### src/rtl/memio_fz_pkg.sv
package memio_fz_pkg;

  typedef enum logic [2:0] {
    PH_IDLE, PH_FZ2, PH_FZ3, PH_TH2, PH_TH3, PH_TH4, PH_TH5, PH_TH6
  } phase_e;

  typedef enum logic [3:0] {
    ACT_NONE, ACT_F1, ACT_F2, ACT_F3,
    ACT_T1, ACT_T2, ACT_T3, ACT_T4, ACT_T5, ACT_T6
  } act_e;

  typedef enum logic [1:0] {
    WAIT_GAP, WAIT_LONG, WAIT_SHORT
  } wait_e;

  typedef struct packed {
    logic slew_n;
    logic wkpu_n;
    logic tri_n;
    logic bh_n;
    logic cfg_done;
    logic vreg_rst;
    logic term_rst;
    logic dll_rst;
    logic cal_bias;
    logic frozen;
  } pad_t;

  function automatic int max3(input int a, input int b, input int c);
    int m;
    m = (a > b) ? a : b;
    return (m > c) ? m : c;
  endfunction

  function automatic pad_t frozen_image();
    pad_t p;
    p.slew_n   = 1'b0;
    p.wkpu_n   = 1'b0;
    p.tri_n    = 1'b0;
    p.bh_n     = 1'b0;
    p.cfg_done = 1'b0;
    p.vreg_rst = 1'b1;
    p.term_rst = 1'b1;
    p.dll_rst  = 1'b1;
    p.cal_bias = 1'b0;
    p.frozen   = 1'b1;
    return p;
  endfunction

  function automatic act_e pending_act(input phase_e ph);
    case (ph)
      PH_FZ2:  return ACT_F2;
      PH_FZ3:  return ACT_F3;
      PH_TH2:  return ACT_T2;
      PH_TH3:  return ACT_T3;
      PH_TH4:  return ACT_T4;
      PH_TH5:  return ACT_T5;
      PH_TH6:  return ACT_T6;
      default: return ACT_NONE;
    endcase
  endfunction

  function automatic phase_e phase_after(input act_e a);
    case (a)
      ACT_F1:  return PH_FZ2;
      ACT_F2:  return PH_FZ3;
      ACT_T1:  return PH_TH2;
      ACT_T2:  return PH_TH3;
      ACT_T3:  return PH_TH4;
      ACT_T4:  return PH_TH5;
      ACT_T5:  return PH_TH6;
      default: return PH_IDLE;
    endcase
  endfunction

  function automatic wait_e wait_of(input phase_e ph);
    case (ph)
      PH_TH3:  return WAIT_LONG;
      PH_TH4:  return WAIT_SHORT;
      default: return WAIT_GAP;
    endcase
  endfunction

  // Initial counter value for a wait. A gap counts down to zero on
  // every clock; a tick wait fires on the tick that meets a count of one.
  function automatic int wait_load(input wait_e w, input int gap,
                                   input int lng, input int shrt);
    case (w)
      WAIT_LONG:  return lng;
      WAIT_SHORT: return shrt;
      default:    return gap - 1;
    endcase
  endfunction

  function automatic pad_t apply_act(input pad_t cur, input act_e a);
    pad_t p;
    p = cur;
    case (a)
      ACT_F1: begin p.slew_n = 1'b0; p.wkpu_n = 1'b0; p.tri_n = 1'b0; end
      ACT_F2: begin
        p.bh_n = 1'b0; p.cfg_done = 1'b0; p.vreg_rst = 1'b1; p.term_rst = 1'b1;
      end
      ACT_F3: begin p.cal_bias = 1'b0; p.dll_rst = 1'b1; p.frozen = 1'b1; end
      ACT_T1: p.dll_rst = 1'b0;
      ACT_T2: p.cal_bias = 1'b1;
      ACT_T3: begin p.bh_n = 1'b1; p.cfg_done = 1'b1; p.term_rst = 1'b0; end
      ACT_T4: begin p.wkpu_n = 1'b1; p.tri_n = 1'b1; end
      ACT_T5: p.vreg_rst = 1'b0;
      ACT_T6: begin p.slew_n = 1'b1; p.frozen = 1'b0; end
      default: p = cur;
    endcase
    return p;
  endfunction

endpackage

### src/rtl/memio_fz_timer.sv
module memio_fz_timer
  import memio_fz_pkg::*;
#(
  parameter int GAP_CYC   = 10,
  parameter int LONG_OSC  = 1000,
  parameter int SHORT_OSC = 33,
  parameter int CNT_W     = 10
) (
  input  logic  clk,
  input  logic  rst_n,
  input  logic  load,
  input  wait_e kind,
  input  logic  osc_tick,
  output logic  fire,
  output logic  tick_wait
);

  logic [CNT_W-1:0] cnt;
  logic             armed;
  logic             gap_mode;
  logic [CNT_W-1:0] load_val;

  assign load_val  = CNT_W'(wait_load(kind, GAP_CYC, LONG_OSC, SHORT_OSC));
  assign tick_wait = armed && !gap_mode;
  assign fire      = armed && (gap_mode ? (cnt == '0)
                                        : (osc_tick && cnt == CNT_W'(1)));

  always_ff @(posedge clk or negedge rst_n) begin
    if (!rst_n) begin
      cnt      <= '0;
      armed    <= 1'b0;
      gap_mode <= 1'b1;
    end else if (load) begin
      cnt      <= load_val;
      armed    <= 1'b1;
      gap_mode <= (kind == WAIT_GAP);
    end else if (fire) begin
      armed <= 1'b0;
    end else if (armed) begin
      if (gap_mode || osc_tick) cnt <= cnt - CNT_W'(1);
    end
  end

endmodule

### src/rtl/memio_fz_ctrl.sv
module memio_fz_ctrl
  import memio_fz_pkg::*;
(
  input  logic  clk,
  input  logic  rst_n,
  input  logic  frz_req,
  input  logic  thaw_req,
  input  logic  is_frozen,
  input  logic  fire,
  output act_e  act,
  output logic  load,
  output wait_e kind,
  output logic  busy
);

  phase_e phase;
  phase_e phase_nxt;
  logic   take_frz;
  logic   take_thaw;

  // Freeze has priority; a request for the current state is dropped.
  assign take_frz  = (phase == PH_IDLE) && frz_req && !is_frozen;
  assign take_thaw = (phase == PH_IDLE) && !frz_req && thaw_req && is_frozen;
  assign busy      = (phase != PH_IDLE);

  always_comb begin
    if (take_frz)       act = ACT_F1;
    else if (take_thaw) act = ACT_T1;
    else if (fire)      act = pending_act(phase);
    else                act = ACT_NONE;
  end

  assign phase_nxt = (act == ACT_NONE) ? phase : phase_after(act);
  assign load      = (act != ACT_NONE) && (phase_nxt != PH_IDLE);
  assign kind      = wait_of(phase_nxt);

  always_ff @(posedge clk or negedge rst_n) begin
    if (!rst_n) phase <= PH_IDLE;
    else        phase <= phase_nxt;
  end

endmodule

### src/rtl/memio_fz_pads.sv
module memio_fz_pads
  import memio_fz_pkg::*;
(
  input  logic clk,
  input  logic rst_n,
  input  act_e act,
  output pad_t pads
);

  always_ff @(posedge clk or negedge rst_n) begin
    if (!rst_n)                pads <= frozen_image();
    else if (act != ACT_NONE)  pads <= apply_act(pads, act);
  end

endmodule

### src/rtl/memio_freeze_seq.sv
module memio_freeze_seq
  import memio_fz_pkg::*;
#(
  parameter int GAP_CYC   = 10,
  parameter int LONG_OSC  = 1000,
  parameter int SHORT_OSC = 33
) (
  input  logic clk,
  input  logic rst_n,
  input  logic frz_req,
  input  logic thaw_req,
  input  logic osc_tick,
  output logic slew_en_n,
  output logic wkpull_n,
  output logic tristate_n,
  output logic bushold_n,
  output logic cfg_done,
  output logic vreg_rst,
  output logic term_rst,
  output logic dll_rst,
  output logic cal_bias_en,
  output logic frozen,
  output logic busy
);

  localparam int MAX_WAIT = max3(GAP_CYC, LONG_OSC, SHORT_OSC);
  localparam int CNT_W    = $clog2(MAX_WAIT + 1);

  act_e  act;
  logic  load;
  wait_e kind;
  logic  step_fire;
  logic  tick_wait;
  pad_t  pads;

  memio_fz_ctrl u_ctrl (
    .clk       (clk),
    .rst_n     (rst_n),
    .frz_req   (frz_req),
    .thaw_req  (thaw_req),
    .is_frozen (pads.frozen),
    .fire      (step_fire),
    .act       (act),
    .load      (load),
    .kind      (kind),
    .busy      (busy)
  );

  memio_fz_timer #(
    .GAP_CYC   (GAP_CYC),
    .LONG_OSC  (LONG_OSC),
    .SHORT_OSC (SHORT_OSC),
    .CNT_W     (CNT_W)
  ) u_timer (
    .clk       (clk),
    .rst_n     (rst_n),
    .load      (load),
    .kind      (kind),
    .osc_tick  (osc_tick),
    .fire      (step_fire),
    .tick_wait (tick_wait)
  );

  memio_fz_pads u_pads (
    .clk   (clk),
    .rst_n (rst_n),
    .act   (act),
    .pads  (pads)
  );

  assign slew_en_n   = pads.slew_n;
  assign wkpull_n    = pads.wkpu_n;
  assign tristate_n  = pads.tri_n;
  assign bushold_n   = pads.bh_n;
  assign cfg_done    = pads.cfg_done;
  assign vreg_rst    = pads.vreg_rst;
  assign term_rst    = pads.term_rst;
  assign dll_rst     = pads.dll_rst;
  assign cal_bias_en = pads.cal_bias;
  assign frozen      = pads.frozen;

endmodule

### config.mk
export PLATFORM = sky130hd
export DESIGN_NAME = memio_freeze_seq
export DESIGN_NICKNAME = d
export VERILOG_FILES = /design/src/rtl/memio_fz_pkg.sv /design/src/rtl/memio_fz_timer.sv /design/src/rtl/memio_fz_ctrl.sv /design/src/rtl/memio_fz_pads.sv /design/src/rtl/memio_freeze_seq.sv
export SDC_FILE = /design/constraint.sdc
export NUM_CORES = 1
export LEC_CHECK = 0
export BUFFER_PORTS_ARGS = -buffer_cell sky130_fd_sc_hd__buf_2
export CAP_MARGIN = 40
export CORE_ASPECT_RATIO = 1.25
export CORE_MARGIN = 8
export CORE_UTILIZATION = 50
export DETAILED_ROUTE_END_ITERATION = 16
export PLACE_DENSITY = 0.7
export SYNTH_ARGS = -nofsm -noshare
export SYNTH_HDL_FRONTEND = slang
export SYNTH_SLANG_ARGS = --single-unit
### constraint.sdc
create_clock -name clk -period 6.8 [get_ports clk]
set_input_delay 0.34 -clock clk [delete_from_list [all_inputs] [get_ports clk]]
set_output_delay 0.34 -clock clk [all_outputs]
set_load 0.1 [all_outputs]
==> results of run 1 <==
[cells by family (layout without fill, tap and decap cells)]
kind of cell / after synthesis / in the layout / synth area share (%)
AO/OA/AOI/OAI: 32 / 32 / 15.2
buffers and inverters: 16 / 29 / 6.13
AND/OR/NAND/NOR: 52 / 52 / 20.4
adder cells (fa/ha/maj): 7 / 7 / 6.40
XOR/XNOR: 11 / 11 / 7.04
flip-flops: 23 / 23 / 42.5
multiplexers: 3 / 3 / 2.29
[synthesized netlist by cell type, drive strengths merged, types with 3 or more instances]
cell type,n
nand3,5
or3,5
o21ai,9
nand2,13
nor2,12
xnor2,11
a21oi,7
o31ai,3
ha,7
nor4,3
inv,8
or4,3
nor3,4
buf,5
dfstp,5
clkbuf,3
dfrtp,18
[state kept, by name (all words and copies together), names as in the netlist]
name / flops
u_pads.pads: 8
u_timer.cnt: 10
u_timer.gap_mode: 1
u_ctrl.phase: 3
u_timer.armed: 1
[metrics by stage]
stage | std cells | power [W]
CTS | 191 | 0.000597
finish | 191 | 0.000593
global placement | 186 | 0.000519
floorplan | 144 | 0.000475
detailed placement | 186 | 0.000530
global route | 191 | 0.000636
[cell type report]
| type | instances | area [um^2] |
|---|---|---|
| fillers | 235 | 1180 |
| multi-input cells | 105 | 702 |
| flip-flops and latches | 23 | 582 |
| repair buffers | 17 | 92.6 |
| well taps | 34 | 42.5 |
| inverters | 8 | 30.0 |
| clock buffers | 3 | 22.5 |
| clock inverters | 1 | 5.00 |
[path summary, 6_finish.rpt]
kind / start / end / cells past startpoint
setup / recovery: u_timer.cnt[1] / u_timer.cnt[6] / 10
min in group asynchronous: rst_n / u_ctrl.phase[2] / 2
hold reg to reg: u_timer.gap_mode / u_timer.gap_mode / 2
setup reg to reg: u_timer.cnt[1] / u_timer.cnt[6] / 10
hold / removal: u_timer.gap_mode / u_timer.gap_mode / 2
max in group asynchronous: rst_n / u_pads.pads[2] / 2
[worst min-delay path, stage by stage (launching register included)]
cell and delay (ns):
dfstp_2 0.41, nand2_1 0.05, nand2_1 0.04
[per-layer routing]
metal | vias up | GRT usage [%]
met5 | - | 0
met4 | 0 | 9.64
met3 | 13 | 3.92
met2 | 33 | 23.2
met1 | 526 | 14.0
li1 | 531 | -
[repair_timing]
item | in CTS | in global routing
hold buffers | 1 | 0
hold endpoints to repair | 18 | 0
resized for setup | 0 | 0
[power groups by stage]
stage          registers (W)  logic (W)  clock network [W]
6_report            0.000252   0.000273          0.0000672
4_1_cts             0.000251   0.000277          0.0000700
3_5_place_dp        0.000253   0.000277                  0
5_1_grt             0.000260   0.000303          0.0000731
3_3_place_gp        0.000253   0.000267                  0
2_1_floorplan       0.000278   0.000197                  0
==> results.sh, run 1 <==
export IMPL_status="completed"
export IMPL_synth_top_flop_cell="dfrtp_1"
export IMPL_drv_slew=0
export IMPL_worst_path_largest_cell_delay_ns=0.63
export IMPL_rsz0062_at_grt="false"
export IMPL_start_kind="flip-flop"
export IMPL_leakage_nw=0.657
export IMPL_drtIter0Drc=40
export IMPL_area_growth_syn_to_layout_pct=7.96
export IMPL_synth_top_cell_area_share_pct=32.9
export IMPL_vias_per_cell=5.77
export IMPL_p_int_w=0.000301
export IMPL_chipHeight_um=74.5
export IMPL_wl_met3_um=170
export IMPL_synth_area_um2=1370
export IMPL_grt_usage_pct=13.4
export IMPL_worst_setup_path_end_kind="flip-flop"
export IMPL_cp_top_family="compound AO/OA/AOI/OAI gates"
export IMPL_antenna_found_initial=0
export IMPL_io_pins=16
export IMPL_first_pass_iters=4
export IMPL_place_congestion=0.891
export IMPL_fin_crit_ns=2.76
export IMPL_synth_avg_cell_area_um2=9.50
export IMPL_wirelength_um=2950
export IMPL_seq_area_frac_synth_pct=42.5
export IMPL_place_ws_ns=4.09
export IMPL_switching_share_pct=49.2
export IMPL_grt_pass1_wl_um=5060
export IMPL_die_w_um=62.8
export IMPL_cp_cell_sequence="inv_1 > ha_1 > nand3b_1 > a2111oi_0 > nand3_1 > or3_1 > o21ai_0 > ha_1 > nor2_4 > a21oi_1"
export IMPL_wl_met1_um=1230
export IMPL_clock_sinks=23
export IMPL_hold_ws_ns=0.488
export IMPL_cp_buffers_inverters=1
export IMPL_cts_buffers=3
export IMPL_finalSetupViolations=0
export IMPL_root_buffer="clkbuf_4"
export IMPL_clockPowerShare_pct=11.3
export IMPL_final_common_cell="dfrtp_1"
export IMPL_clkSlewWorstSetupHoldPaths_ns=0.14
export IMPL_rows=21
export IMPL_wl_per_cell_um=15.4
export IMPL_cp_common_cell="ha_1"
export IMPL_hold_viol_final=0
export IMPL_tightest_slew_ns=0.758
export IMPL_cts_path_max_buffers=2
export IMPL_regToRegSetupSlack_ns=4.04
export IMPL_clock_latency_ns=0.32
export IMPL_ir_drop_v=0.000198
export IMPL_port_buffer_count=15
export IMPL_finalClockSkew_ns=0.00860
export IMPL_final_nets=170
export IMPL_vias=1103
export IMPL_ys_warn_count=0
export IMPL_final_cell_mix="18 x dfrtp_1, 15 x buf_2, 13 x nand2_1"
export IMPL_cpMaxStageDelayCell="a2111oi_0"
export IMPL_final_util_pct=55.6
export IMPL_synth_edff_count=0
export IMPL_synth_cells=144
export IMPL_cts_tree="done"
export IMPL_synthTopCellsByArea="dfrtp_1 33%, dfstp_2 9.6%, xnor2_1 7.0%"
export IMPL_cp_arrival_ns=3.01
export IMPL_hpwl_um=2230
export IMPL_fmax_mhz=362
export IMPL_cp_required_ns=7.05
export IMPL_drive_gt1_share_pct=19.7
export IMPL_critPathMaxFanout=4
export IMPL_fp_dieArea_um2=4670
export IMPL_yosys_area_top_type="dfrtp_1"
export IMPL_switchingPower_w=0.000292
export IMPL_period_share_pct=40.7
export IMPL_ys_async_sr_fraction_pct=100
export IMPL_htreeDepth=1
export IMPL_finalWorstSetupSlack_ns=4.04
export IMPL_yosysUniqueCellTypes=43
export IMPL_design_area_um2=1480
export IMPL_met2_length_um=1410
export IMPL_grt_pass1_vias=1144
export IMPL_ant_nets=0
export IMPL_highest_layer="met4"
export IMPL_core_area_um2=2650
export IMPL_gr_total_overflow=0
export IMPL_critPathKind="reg2reg"
export IMPL_fin_setup_tns_ns=0
export IMPL_place_area_um2=1440
export IMPL_start_util_pct=51.5
export IMPL_post_cts_setup_buffers=0
export IMPL_max_cap_viol_count=0
export IMPL_hold_path_class="reg2reg"
export IMPL_synth_seq_cells=23
export IMPL_diodes=0
export IMPL_drc=0
export IMPL_syn_nets=156
export IMPL_slew_limit_headroom_pct=49.2
export IMPL_pwr_share_seq_pct=42.6
export IMPL_combPwrFrac_pct=46.1
export IMPL_p_per_area_nw_per_um2=402
export IMPL_grt_max_degree=24
Power figures use the tool's default switching activity.
==> inputs of run 2 (changes only) <==
- clock period: 6.8 -> 2.57 ns (I/O delays scaled with it)
==> run 2 against run 1 <==
Against the previous run: clock skew grew 0.011 ns; critical path depth is the same; clock power grew to 2.5 times the previous value; register-to-register slack lost 4.0 ns; fmax grew 9.7%; global-route usage grew 0.62 points; worst hold slack lost 0.20 ns; setup slack lost 4.0 ns; die area is the same; critical path type unchanged.
==> results.sh, run 2 (same netlist as run 1, synthesis figures left out) <==
export IMPL_place_congestion=0.885
export IMPL_grt_pass1_vias=1184
export IMPL_leakage_nw=0.691
export IMPL_reg2reg_from="u_timer.cnt[1]"
export IMPL_die_w_um=62.8
export IMPL_rsz0062_at_grt="false"
export IMPL_critPathMaxFanout=4
export IMPL_cts_tree="done"
export IMPL_cp_required_ns=2.75
export IMPL_port_buffer_count=15
export IMPL_fin_total_pwr_w=0.00165
export IMPL_clock_latency_ns=0.32
export IMPL_grt_pass1_wl_um=5320
export IMPL_hold_viol_final=0
export IMPL_grt_max_degree=24
export IMPL_clkSlewWorstSetupHoldPaths_ns=0.14
export IMPL_final_nets=178
export IMPL_cp_arrival_ns=2.70
export IMPL_hpwl_um=2230
export IMPL_finalClockSkew_ns=0.0196
export IMPL_startpoint="u_timer.cnt[1]"
export IMPL_slew_limit_headroom_pct=55.8
export IMPL_top_regs="u_timer.cnt (10), u_pads.pads (8), u_ctrl.phase (3)"
export IMPL_start_util_pct=51.5
export IMPL_drive_gt1_share_pct=24.8
export IMPL_drtIter0Drc=42
export IMPL_max_cap_viol_count=0
export IMPL_wl_per_cell_um=15.2
export IMPL_cts_buffers=3
export IMPL_final_cell_count_no_fill=199
export IMPL_cp_cell_sequence="inv_1 > ha_1 > nand3b_1 > buf_4 > a2111o_1 > xnor2_1 > or3_1 > ha_2 > nor2_4 > a21oi_1"
export IMPL_drv_slew=0
export IMPL_first_pass_iters=6
export IMPL_period_share_pct=98.1
export IMPL_fin_crit_ns=2.52
export IMPL_largest_reg_flops=10
export IMPL_vias_per_cell=5.71
export IMPL_root_buffer="clkbuf_4"
export IMPL_hold_path_class="in2async"
export IMPL_grt_usage_pct=14.1
export IMPL_finalSetupViolations=0
export IMPL_vias=1137
export IMPL_start_kind="flip-flop"
export IMPL_rows=21
export IMPL_fmax_mhz=397
export IMPL_clock_sinks=23
export IMPL_area_growth_syn_to_layout_pct=14.0
export IMPL_final_common_cell="dfrtp_1"
export IMPL_final_cell_mix="18 x dfrtp_1, 15 x buf_2, 13 x nand2_1"
export IMPL_tightest_slew_ns=0.656
export IMPL_wirelength_um=3020
export IMPL_critPathKind="reg2reg"
export IMPL_chipHeight_um=74.5
export IMPL_gr_total_overflow=0
export IMPL_reg2reg_depth=10
export IMPL_ir_drop_v=0.000590
export IMPL_max_flop_register="u_timer.cnt"
export IMPL_fillers=243
export IMPL_htreeDepth=1
export IMPL_io_pins=16
export IMPL_core_area_um2=2650
export IMPL_antenna_found_initial=0
export IMPL_worst_setup_path_end_kind="flip-flop"
export IMPL_p_per_area_nw_per_um2=1060
export IMPL_drc=0
export IMPL_place_inst=193
export IMPL_cts_path_max_buffers=2
export IMPL_cp_buffers_inverters=2
export IMPL_cpMaxStageDelayCell="a2111o_1"
export IMPL_fp_dieArea_um2=4670
export IMPL_cp_depth=10
export IMPL_cp_top_family="simple AND/OR/NAND/NOR gates"
export IMPL_diodes=0
export IMPL_status="completed"
export IMPL_ant_nets=0
export IMPL_fin_setup_tns_ns=0
export IMPL_worst_path_largest_cell_delay_ns=0.45
==> run 2: changes by cell type in the layout (fill, tap and decap cells not counted) <==
cell	delta
o21ai_0	-1
a2111oi_4	+1
ha_2	+1
clkinv_2	-1
nor2_1	-1
clkbuf_1	+1
buf_4	+8
ha_1	-1
nor2_2	+1
o21ai_1	+1
a2111oi_0	-1
==> run 2: path summary, 6_finish.rpt <==
check,to,slack (ns)
setup / recovery,u_timer.cnt[8],0.05
hold / removal,u_ctrl.phase[2],0.29
setup reg to reg,u_timer.cnt[8],0.05
hold reg to reg,u_pads.pads[3],0.49
max in group asynchronous,u_pads.pads[2],1.89
min in group clk,u_pads.pads[9],0.29
==> run 2: report_power, final <==
part           internal [W]  leakage [nW]  total [W]  switching [W]
clock             0.0000606        0.0150   0.000170       0.000110
sequential         0.000500         0.268   0.000656       0.000156
combinational      0.000284         0.408   0.000819       0.000535
==> run 2: worst register-to-register path: cells and delay by family (launching register included) <==
family          cells  cell delay [ns]
compound gates      2             0.50
xor+xnor            1             0.13
fa+ha+maj           2             0.39
buf+inv             2             0.28
flops               1             0.41
simple gates        3             0.68
==> run 2: final cells by class <==
type | instances | area [um^2] | share of cell area [%]
sequential | 23 | 582 | 37.3
multi-input combinational | 105 | 726 | 46.5
tap | 34 | 42.5 | 2.73
timing repair buffer | 25 | 153 | 9.79
clock buffer | 4 | 26.3 | 1.69
inverter | 8 | 30.0 | 1.93
==> run 2: per-stage QoR <==
stage	util, %	cell area [um^2]	worst slack [ns]	hold WS, ns
2_1_floorplan	-	1370	0.117	-0.167
3_3_place_gp	56.2	1490	0.0737	0.127
3_5_place_dp	56.2	1490	-0.0193	0.134
4_1_cts	57.8	1530	0.0412	0.278
5_1_grt	58.7	1560	0.00875	0.345
6_report	58.7	1560	0.0488	0.292
==> run 2: metal layers <==
layer / up-vias / part of all wire, % / GRT usage [%]
met4: 0 / 2.2 / 7.87
li1: 551 / - / -
met2: 26 / 51 / 25.5
met1: 553 / 41 / 14.3
met5: - / 0 / 0
met3: 7 / 6.0 / 4.37
==> run 2: repair_timing <==
action / 4_1_cts / 5_1_grt
resized for setup: 2 / 4
hold endpoints to repair: 18 / 0
pin swaps: 0 / 0
hold buffers: 1 / 0
endpoints found under the setup margin: 5 / 5
buffers inserted: 0 / 1
==> inputs of run 3 (changes only) <==
- PLACE_DENSITY: 0.7 -> 0.81
==> run 3 against run 2 <==
Against the previous run: clock skew shrank 0.011 ns; critical path depth shrank 3; flip-flop and latch count is the same; sequential power grew 1%; first-iteration DRC count shrank 26%; largest cell class unchanged; clock-buffer cell count is the same; setup slack gained 0.0032 ns; total power is essentially flat; highest routed layer unchanged; clock power grew 4%; critical endpoint is now u_timer.cnt[7]; global-route usage shrank 0.54 points.
==> results.sh, run 3 (same netlist as run 1, synthesis figures left out) <==
export IMPL_p_per_area_nw_per_um2=1060
export IMPL_drv_slew=0
export IMPL_cts_tree="done"
export IMPL_wirelength_um=3150
export IMPL_ant_nets=0
export IMPL_reg2reg_depth=7
export IMPL_vias=1135
export IMPL_period_share_pct=98.0
export IMPL_vias_per_cell=5.76
export IMPL_rr_endpoint="u_timer.cnt[7]"
export IMPL_start_kind="flip-flop"
export IMPL_hpwl_um=2280
export IMPL_max_cap_viol_count=0
export IMPL_place_congestion=0.895
export IMPL_status="completed"
export IMPL_wl_per_cell_um=16.0
export IMPL_finalClockSkew_ns=0.00809
export IMPL_final_cell_mix="18 x dfrtp_1, 15 x buf_2, 13 x nand2_1"
export IMPL_critPathMaxFanout=4
export IMPL_start_util_pct=51.5
export IMPL_drtIter0Drc=31
export IMPL_diodes=0
export IMPL_clkSlewWorstSetupHoldPaths_ns=0.13
export IMPL_io_pins=16
export IMPL_core_area_um2=2650
export IMPL_worst_setup_path_end_kind="flip-flop"
export IMPL_grt_pass1_wl_um=5090
export IMPL_slew_limit_headroom_pct=58.6
export IMPL_grt_pass1_vias=1118
export IMPL_post_cts_setup_buffers=0
export IMPL_final_util_pct=58.3
export IMPL_die_w_um=62.8
export IMPL_fin_crit_ns=2.52
export IMPL_fmax_mhz=397
export IMPL_rows=21
export IMPL_drc=0
export IMPL_drive_gt1_share_pct=23.9
export IMPL_port_buffer_count=15
export IMPL_max_flop_register="u_timer.cnt"
export IMPL_hold_viol_final=0
export IMPL_gr_total_overflow=0
export IMPL_finalWorstSetupSlack_ns=0.0521
export IMPL_fp_dieArea_um2=4670
export IMPL_finalSetupViolations=0
export IMPL_final_common_cell="dfrtp_1"
export IMPL_startpoint="u_timer.cnt[9]"
export IMPL_setup_worst_path_end="u_timer.cnt[7]"
export IMPL_antenna_found_initial=0
export IMPL_largest_reg_flops=10
export IMPL_cp_arrival_ns=2.71
export IMPL_reg2reg_from="u_timer.cnt[9]"
export IMPL_tightest_slew_ns=0.614
export IMPL_grt_usage_pct=13.5
export IMPL_htreeDepth=1
export IMPL_area_growth_syn_to_layout_pct=13.1
export IMPL_place_ws_ns=-0.0674
export IMPL_leakage_nw=0.685
export IMPL_top_regs="u_timer.cnt (10), u_pads.pads (8), u_ctrl.phase (3)"
export IMPL_first_pass_iters=4
export IMPL_critPathKind="reg2reg"
export IMPL_clock_sinks=23
export IMPL_grt_max_degree=24
export IMPL_ir_drop_v=0.000545
export IMPL_cts_path_max_buffers=2
export IMPL_final_nets=176
export IMPL_cp_required_ns=2.76
export IMPL_cts_buffers=3
export IMPL_regToRegSetupSlack_ns=0.05
export IMPL_hold_path_class="in2reg"
export IMPL_root_buffer="clkbuf_4"
export IMPL_chipHeight_um=74.5
export IMPL_clock_latency_ns=0.32
[run 3: cell count changes in the layout (fill, tap and decap cells not counted)]
cell and delta:
buf_4 -2, ha_1 +1, ha_2 -1, or3_1 -1, or3_4 +1
[run 3: worst min-delay path by stage]
stage	startpoint	endpoint	depth (start not counted)
2_1_floorplan	rst_n	u_ctrl.phase[0]	0
3_3_place_gp	rst_n	u_pads.pads[8]	1
3_5_place_dp	rst_n	u_ctrl.phase[2]	1
4_1_cts	frz_req	u_pads.pads[8]	5
5_1_grt	frz_req	u_pads.pads[8]	5
6_report	frz_req	u_pads.pads[8]	5
[run 3: per-layer routing]
layer	share of wire, %	wire (um)	up-vias	track usage, %
met2	50	1570	35	22.9
li1	-	-	543	-
met3	5.0	156	7	3.01
met1	43	1360	550	15.8
met4	2.2	70	0	7.11
met5	0	0	-	0
[run 3: worst max-delay path: stages, from the launching register on]
cell and delay, ns:
dfrtp_1 0.48, or4_1 0.53, a2111o_1 0.42, xnor2_1 0.15, or3_4 0.37, ha_1 0.22, nor2_4 0.15, a21oi_1 0.06
[run 3: area by class of cell]
type,instances,area (um^2)
clock buffer,4,26.3
fill,229,1110
inverter,8,30.0
multi-input combinational,105,728
sequential,23,582
tap,34,42.5
timing repair buffer,23,138
[run 3: through the flow]
stage | std cells | power, W | area, um^2 | hold slack (ns) | setup TNS (ns)
2_1_floorplan | 144 | 0.00126 | 1370 | -0.167 | 0
3_3_place_gp | 192 | 0.00140 | 1480 | 0.111 | 0
3_5_place_dp | 192 | 0.00143 | 1480 | 0.136 | -0.241
4_1_cts | 197 | 0.00162 | 1530 | 0.281 | 0
5_1_grt | 197 | 0.00175 | 1550 | 0.294 | -0.0991
6_report | 197 | 0.00164 | 1550 | 0.284 | 0
[run 3: report_power, final]
group          internal [W]  leakage (nW)  total (W)  switching, W
logic              0.000272         0.401   0.000803      0.000531
clock network     0.0000609        0.0150   0.000176      0.000115
registers          0.000501         0.268   0.000665      0.000165
total              0.000833         0.685    0.00164      0.000811
[run 3: timing repair]
| item | 4_1_cts | 5_1_grt |
|---|---|---|
| pin swaps | 0 | 2 |
| cloned | 0 | 0 |
| setup endpoints to repair | 5 | 6 |
| resized for setup | 2 | 4 |
| hold endpoints to repair | 18 | 0 |
| hold buffers | 1 | 0 |
